`src/rtl/awt_pkg.sv`:
```
package awt_pkg;

    // Register field selector: low two bits of the configuration word address.
    typedef enum logic [1:0] {
        FLD_CTRL   = 2'd0,
        FLD_LOWER  = 2'd1,
        FLD_UPPER  = 2'd2,
        FLD_OFFSET = 2'd3
    } awt_field_e;

    localparam int unsigned FIELDS_PER_WIN = 4;
    localparam int unsigned FIELD_BITS     = 2;
    localparam int unsigned CTRL_EN_BIT    = 0;

    // Extract the field selector from a configuration word address.
    function automatic awt_field_e field_of(input logic [FIELD_BITS-1:0] low_bits);
        return awt_field_e'(low_bits);
    endfunction

endpackage

```
`src/rtl/awt_regfile.sv`:
```
module awt_regfile
    import awt_pkg::*;
#(
    parameter int NUM_WIN = 8,
    parameter int ADDR_W  = 32,
    parameter int CFG_AW  = 5
) (
    input  logic                            clk,
    input  logic                            rst,
    input  logic                            cfg_we,
    input  logic [CFG_AW-1:0]               cfg_addr,
    input  logic [ADDR_W-1:0]               cfg_wdata,
    output logic [ADDR_W-1:0]               cfg_rdata,
    output logic [NUM_WIN-1:0]              win_en,
    output logic [NUM_WIN-1:0][ADDR_W-1:0]  win_lo,
    output logic [NUM_WIN-1:0][ADDR_W-1:0]  win_hi,
    output logic [NUM_WIN-1:0][ADDR_W-1:0]  win_off
);
    localparam int IDX_W = CFG_AW - FIELD_BITS;

    logic [IDX_W-1:0] sel_idx;
    awt_field_e       sel_fld;

    assign sel_idx = cfg_addr[CFG_AW-1:FIELD_BITS];
    assign sel_fld = field_of(cfg_addr[FIELD_BITS-1:0]);

    for (genvar w = 0; w < NUM_WIN; w++) begin : g_win
        logic hit_w;
        assign hit_w = cfg_we && (sel_idx == IDX_W'(w));

        always_ff @(posedge clk) begin
            if (rst) begin
                win_en[w]  <= 1'b0;
                win_lo[w]  <= '0;
                win_hi[w]  <= '0;
                win_off[w] <= '0;
            end else if (hit_w) begin
                case (sel_fld)
                    FLD_CTRL:   win_en[w]  <= cfg_wdata[CTRL_EN_BIT];
                    FLD_LOWER:  win_lo[w]  <= cfg_wdata;
                    FLD_UPPER:  win_hi[w]  <= cfg_wdata;
                    FLD_OFFSET: win_off[w] <= cfg_wdata;
                    default:    ;
                endcase
            end
        end
    end

    always_comb begin
        cfg_rdata = '0;
        for (int w = 0; w < NUM_WIN; w++) begin
            if (sel_idx == IDX_W'(w)) begin
                case (sel_fld)
                    FLD_CTRL:   cfg_rdata = {{(ADDR_W-1){1'b0}}, win_en[w]};
                    FLD_LOWER:  cfg_rdata = win_lo[w];
                    FLD_UPPER:  cfg_rdata = win_hi[w];
                    FLD_OFFSET: cfg_rdata = win_off[w];
                    default:    cfg_rdata = '0;
                endcase
            end
        end
    end

endmodule

```
`src/rtl/awt_match.sv`:
```
module awt_match #(
    parameter int NUM_WIN = 8,
    parameter int ADDR_W  = 32
) (
    input  logic [ADDR_W-1:0]               addr,
    input  logic [NUM_WIN-1:0]              win_en,
    input  logic [NUM_WIN-1:0][ADDR_W-1:0]  win_lo,
    input  logic [NUM_WIN-1:0][ADDR_W-1:0]  win_hi,
    output logic [NUM_WIN-1:0]              match
);
    // One inclusive range comparator per window; an inverted range is empty.
    for (genvar w = 0; w < NUM_WIN; w++) begin : g_cmp
        logic ge_lo, le_hi;
        assign ge_lo    = (addr >= win_lo[w]);
        assign le_hi    = (addr <= win_hi[w]);
        assign match[w] = win_en[w] && ge_lo && le_hi;
    end

endmodule

```
`src/rtl/awt_prio.sv`:
```
module awt_prio #(
    parameter int N  = 8,
    parameter int IW = 3
) (
    input  logic [N-1:0]  req,
    output logic          any,
    output logic [IW-1:0] idx
);
    // Fixed priority: scanning downward leaves the lowest set index in idx.
    always_comb begin
        idx = '0;
        for (int i = N - 1; i >= 0; i--) begin
            if (req[i]) idx = IW'(i);
        end
    end

    assign any = |req;

endmodule

```
`src/rtl/addr_window_xlat.sv`:
```
module addr_window_xlat
    import awt_pkg::*;
#(
    parameter  int NUM_WIN = 8,
    parameter  int ADDR_W  = 32,
    localparam int WIN_W   = $clog2(NUM_WIN),
    localparam int CFG_AW  = $clog2(NUM_WIN * FIELDS_PER_WIN)
) (
    input  logic              clk,
    input  logic              rst,
    input  logic              cfg_we,
    input  logic [CFG_AW-1:0] cfg_addr,
    input  logic [ADDR_W-1:0] cfg_wdata,
    output logic [ADDR_W-1:0] cfg_rdata,
    input  logic              lk_valid,
    input  logic [ADDR_W-1:0] lk_addr,
    output logic              rs_valid,
    output logic              rs_hit,
    output logic [WIN_W-1:0]  rs_win,
    output logic [ADDR_W-1:0] rs_addr
);
    logic [NUM_WIN-1:0]              win_en;
    logic [NUM_WIN-1:0][ADDR_W-1:0]  win_lo;
    logic [NUM_WIN-1:0][ADDR_W-1:0]  win_hi;
    logic [NUM_WIN-1:0][ADDR_W-1:0]  win_off;
    logic [NUM_WIN-1:0]              match;
    logic                            any_hit;
    logic [WIN_W-1:0]                win_sel;
    logic [ADDR_W-1:0]               off_sel;
    logic [ADDR_W-1:0]               xlat;
    logic                            take;

    awt_regfile #(
        .NUM_WIN (NUM_WIN),
        .ADDR_W  (ADDR_W),
        .CFG_AW  (CFG_AW)
    ) u_regs (
        .clk       (clk),
        .rst       (rst),
        .cfg_we    (cfg_we),
        .cfg_addr  (cfg_addr),
        .cfg_wdata (cfg_wdata),
        .cfg_rdata (cfg_rdata),
        .win_en    (win_en),
        .win_lo    (win_lo),
        .win_hi    (win_hi),
        .win_off   (win_off)
    );

    awt_match #(
        .NUM_WIN (NUM_WIN),
        .ADDR_W  (ADDR_W)
    ) u_match (
        .addr   (lk_addr),
        .win_en (win_en),
        .win_lo (win_lo),
        .win_hi (win_hi),
        .match  (match)
    );

    awt_prio #(
        .N  (NUM_WIN),
        .IW (WIN_W)
    ) u_prio (
        .req (match),
        .any (any_hit),
        .idx (win_sel)
    );

    // Offset of the winning window, then a modular add.
    always_comb begin
        off_sel = '0;
        for (int w = 0; w < NUM_WIN; w++) begin
            if (win_sel == WIN_W'(w)) off_sel = win_off[w];
        end
    end

    assign xlat = lk_addr + off_sel;
    assign take = lk_valid && any_hit;

    always_ff @(posedge clk) begin
        if (rst) begin
            rs_valid <= 1'b0;
            rs_hit   <= 1'b0;
            rs_win   <= '0;
            rs_addr  <= '0;
        end else begin
            rs_valid <= lk_valid;
            rs_hit   <= take;
            rs_win   <= take ? win_sel : '0;
            rs_addr  <= take ? xlat : '0;
        end
    end

endmodule

```
`config.mk`:
```
export PLATFORM = sky130hd
export DESIGN_NAME = addr_window_xlat
export DESIGN_NICKNAME = d
export VERILOG_FILES = /design/src/rtl/awt_pkg.sv /design/src/rtl/awt_regfile.sv /design/src/rtl/awt_match.sv /design/src/rtl/awt_prio.sv /design/src/rtl/addr_window_xlat.sv
export SDC_FILE = /design/constraint.sdc
export NUM_CORES = 2
export LEC_CHECK = 0
export BUFFER_PORTS_ARGS = -buffer_cell sky130_fd_sc_hd__buf_4
export CAP_MARGIN = 20
export CORE_UTILIZATION = 40
export CTS_BUF_LIST = sky130_fd_sc_hd__clkbuf_8 sky130_fd_sc_hd__clkbuf_16
export DETAILED_ROUTE_END_ITERATION = 6
export HOLD_SLACK_MARGIN = 0.05
export MAX_ROUTING_LAYER = met4
export PLACE_DENSITY_LB_ADDON = 0.15
export SETUP_SLACK_MARGIN = 0.05
export SYNTH_ARGS = -nofsm -noshare
export SYNTH_HDL_FRONTEND = slang
export SYNTH_SLANG_ARGS = --single-unit
export TNS_END_PERCENT = 30
```
`constraint.sdc`:
```
create_clock -name clk -period 9.4 [get_ports clk]
set_clock_uncertainty 0.1 [all_clocks]
set_input_delay 2.82 -clock clk [delete_from_list [all_inputs] [get_ports clk]]
set_output_delay 2.82 -clock clk [all_outputs]
set_load 0.05 [all_outputs]
```
==> impl_metrics.csv <==
group,metric,value,unit
timing,min_period_over_period,98.1,%
global_routing,grt_pass1_vias,48100,
yosys,yosys_register_bits,813,
global_routing,grt_pass1_wl,321,mm
power_and_ir_drop,p_sw,0.00241,W
clock_network,clock_sinks,813,
route,ant_nets,0,
floorplanning,die_width,355,µm
final_layout,fin_cells,8908,
power_and_ir_drop,p_leak,21.8,nW
final_layout,syn2layout_area_growth,20.0,%
final_layout,fill_cells,12300,
final_layout,fin_util,48.4,%
floorplanning,die_h,355,µm
floorplanning,io_pins,142,
worst_setup_path,cp_slowest_cell,"a222oi_1",
clock_network,cts_max_path_buffers,3,
worst_setup_path,end_kind,"register",
worst_setup_path,rrSetupSlack,2.07,ns
yosys,syn_nets,7443,
worst_setup_path,crit_path_end,"rs_addr[31]",
timing,fmax,0.108,GHz
clock_network,clk_pin_slew_worst_paths,0.06,ns
floorplanning,die_area,126000,µm²
worst_setup_path,worstReg2RegEnd,"rs_addr[31]",
power_and_ir_drop,seqPwrFrac,40.1,%
placed_design,post-place-cells,8724,
timing,tightest_slew,1.14,ns
yosys,synthFlopType,"dfxtp_1",
timing,final_max_slew_viol_count,0,
hold_path,min_path_type,"reg -> reg",
timing,rsz0062_at_grt,"false",
global_routing,grt_max_degree,124,
route,drt_iter0_markers,6478,
power_and_ir_drop,switching_share,27.7,%
worst_setup_path,reg2reg_from,"u_regs.win_hi[50]",
yosys,seq_area_frac_synth,32.6,%
power_and_ir_drop,powerDensity,145,nW/µm²
power_and_ir_drop,power_frac_clock,47.1,%
clock_network,cts_buffers,97,
final_layout,drive_gt1_share,13.7,%
timing,setup_violations,0,
run_status,violations,"design-rule violations",
placed_design,hpwl,163,mm
final_layout,multiInputGateArea,30300,µm²
yosys,synthArstFlopShare,0,%
clock_network,tritoncts,"built",
worst_setup_path,worstSetupPathType,"in -> reg",
placed_design,port_buffers,141,
placed_design,globalplace.congestion,0.994,
global_routing,antenna_found_initial,3,
global_routing,grt_usage,34.8,%
worst_setup_path,critPathLaunch,"lk_addr[5]",
floorplanning,core,124000,µm²
power_and_ir_drop,vdd_drop_max,118,µV
run_status,status,"finished with violations",
final_layout,ff_latch_area,16300,µm²
worst_setup_path,rr_worst_depth,29,
worst_setup_path,cp.required,9.96,ns
floorplanning,num_rows,129,
yosys,avgSynthCellArea,7.31,µm²
worst_setup_path,cpPeakStageDelay,0.74,ns
yosys,ys.warnings.count,0,
route,drc_errors,31,
worst_setup_path,worstPathMaxFanout,10,
clock_network,hold_buffers,0,
worst_setup_path,cp-start-kind,"input port",
power_and_ir_drop,intPower,0.00629,W
global_routing,grt_overflow,0,
route,drtPass1Iterations,7,
clock_network,cts-root-buf,"clkbuf_16",
route,wl,221,mm
worst_setup_path,arrival,9.78,ns
yosys,syn_inst,6826,
final_layout,num-nets-final,7811,
timing,relSlewSlack,24.0,%
timing,hold_viol_final,0,
yosys,synth_edf_count,0,
yosys,syn_area,49900,µm²
job,drv_cap,0,
route,wire_per_inst,24.8,µm
clock_network,htreeDepth,3,
clock_network,worstSkewPairLatency,0.72,ns
floorplanning,start_util,40.3,%
timing,finalCriticalPeriod,9.22,ns
power_and_ir_drop,p_comb_share,12.8,%
worst_setup_path,cpMostUsedCell,"buf_4",
yosys,yosysUniqueCellTypes,86,
route,dr_total_vias,52100,
route,viasPerCell,5.84,
## critical path, delay by kind of cell
family	cells	cell delay, ns
AND/OR/NAND/NOR	9	1.35
adder cells (fa/ha/maj)	2	0.69
AO/OA/AOI/OAI	12	3.39
buffers and inverters	9	1.49
## cell families after synthesis
kind of cell    Yosys count  synth area share (%)
flops                   813                  32.6
compound gates         1888                  22.9
mux                     166                  3.40
simple gates           2388                  19.5
xor+xnor                 23                 0.404
buf+inv                1004                  7.58
fa+ha+maj               544                  13.6
## synthesized netlist by cell type (all sizes together), types with 11 or more instances
cell     number  area share, %
nor3         61           0.62
a221oi      135            2.4
nand2b       19           0.24
a221o        37           0.74
ha          543             14
buf          33           0.28
a2111oi      15           0.26
o21ai       210            2.1
and3         11           0.14
mux2i       163            3.3
nand4        86            1.1
nand2      1796             14
a21o         57           0.86
dfxtp       813             33
a41oi        24           0.42
a21oi      1019             10
o211ai       24           0.37
inv         536            4.0
a211oi       44           0.69
nor2b        26           0.33
nor4         13           0.18
nand3        66           0.67
a222oi       48           0.96
xor2         12           0.21
xnor2        11           0.19
clkbuf      435            3.3
o22ai       169            2.1
o21a         11           0.17
nor2        259            1.9
## metrics by stage
step | hold slack [ns] | worst slack, ns | instance area [µm²] | total power (W) | setup TNS (ns)
6_report | 0.352 | 0.182 | 59900 | 0.00870 | 0
5_1_grt | 0.366 | 0.0245 | 59900 | 0.00894 | 0
4_1_cts | 0.355 | 0.0527 | 59600 | 0.00870 | 0
3_5_place_dp | 0.346 | -0.920 | 56200 | 0.00464 | -6.61
3_3_place_gp | 0.341 | -1.01 | 56200 | 0.00463 | -7.35
2_1_floorplan | 0.336 | 0.759 | 49900 | 0.00413 | 0
## area by class of cell
| cell class | instances | share of cell area [%] |
|---|---|---|
| Sequential cell | 813 | 27.2 |
| Antenna cell | 2 | 0.00835 |
| Clock buffer | 124 | 4.73 |
| Timing Repair Buffer | 737 | 9.74 |
| Tap cell | 1637 | 3.42 |
| Clock inverter | 50 | 0.963 |
| Inverter | 536 | 3.37 |
| Multi-Input combinational cell | 5009 | 50.6 |
## how the worst min path moves through the flow
stage                            start                  to  slack (ns)  cells after the start
finish              u_regs.win_lo[145]  u_regs.win_lo[145]        0.35                      2
CTS                 u_regs.win_hi[180]  u_regs.win_hi[180]        0.35                      2
global route        u_regs.win_hi[179]  u_regs.win_hi[179]        0.37                      2
floorplan            u_regs.win_hi[10]   u_regs.win_hi[10]        0.34                      2
detailed placement    u_regs.win_hi[6]    u_regs.win_hi[6]        0.35                      2
global placement     u_regs.win_hi[17]   u_regs.win_hi[17]        0.34                      2
## per-layer routing
| layer | global-route usage, % | up-vias | wire length (µm) |
|---|---|---|---|
| met2 | 51.3 | 2401 | 94900 |
| met4 | 10.9 | 0 | 6610 |
| met3 | 5.78 | 298 | 20900 |
| met1 | 48.2 | 25000 | 98600 |
| li1 | - | 24400 | - |
| met5 | - | - | 0 |
## what timing repair did
action                     4_1_cts  5_1_grt
setup buffers                    0        8
setup endpoints to repair        3        4
pin swaps                        1       22
gates resized for setup          5       51
gates cloned                     0        0
## cell usage in the layout (no fill, tap or decap), types with 9 or more instances in the layout
cell type  synthesis  routed
o21bai_1           9       9
bufinv_16          0      12
clkinv_2           0      13
o22ai_1          169     168
buf_4              2     710
ha_1             543     541
clkbuf_8           0      24
nor2_4             0      13
nor2_1           259     231
nor4_1            12      10
inv_1            535     547
a41oi_1           24      23
a21o_1            57      56
and4_1            10      10
a221o_1           37      37
o211ai_1          23      23
a211oi_1          43      39
nand2_1         1796    1793
buf_12             0      22
nor3_1            60      56
mux2i_1          163     163
xnor2_1           11      11
o21a_1            11      11
a21oi_1         1019    1017
a222oi_1          48      48
dfxtp_1          813     813
nand2b_1          19      19
xor2_1            12      12
nand4_1           85      85
nand3_1           65      64
clkbuf_16          0     100
nor2_2             0      15
nor2b_1           26      23
a221oi_1         134     133
and2_1             9       9
and3_1            11      10
o21ai_0          207     203
## sequential cells by signal (all words and copies together), names as in the netlist
signal / flops
u_regs.win_en: 8
rs_valid: 1
u_regs.win_off: 256
rs_win: 3
u_regs.win_hi: 256
rs_hit: 1
u_regs.win_lo: 256
rs_addr: 32
## power groups by stage
| stage | clock [W] | combinational (W) | sequential [W] |
|---|---|---|---|
| 2_1_floorplan | 0 | 0.000565 | 0.00356 |
| 3_3_place_gp | 0 | 0.00107 | 0.00357 |
| 3_5_place_dp | 0 | 0.00107 | 0.00357 |
| 4_1_cts | 0.00414 | 0.00108 | 0.00349 |
| 5_1_grt | 0.00427 | 0.00118 | 0.00349 |
| 6_report | 0.00410 | 0.00111 | 0.00349 |
No activity file was read; power rests on OpenSTA's default activity.
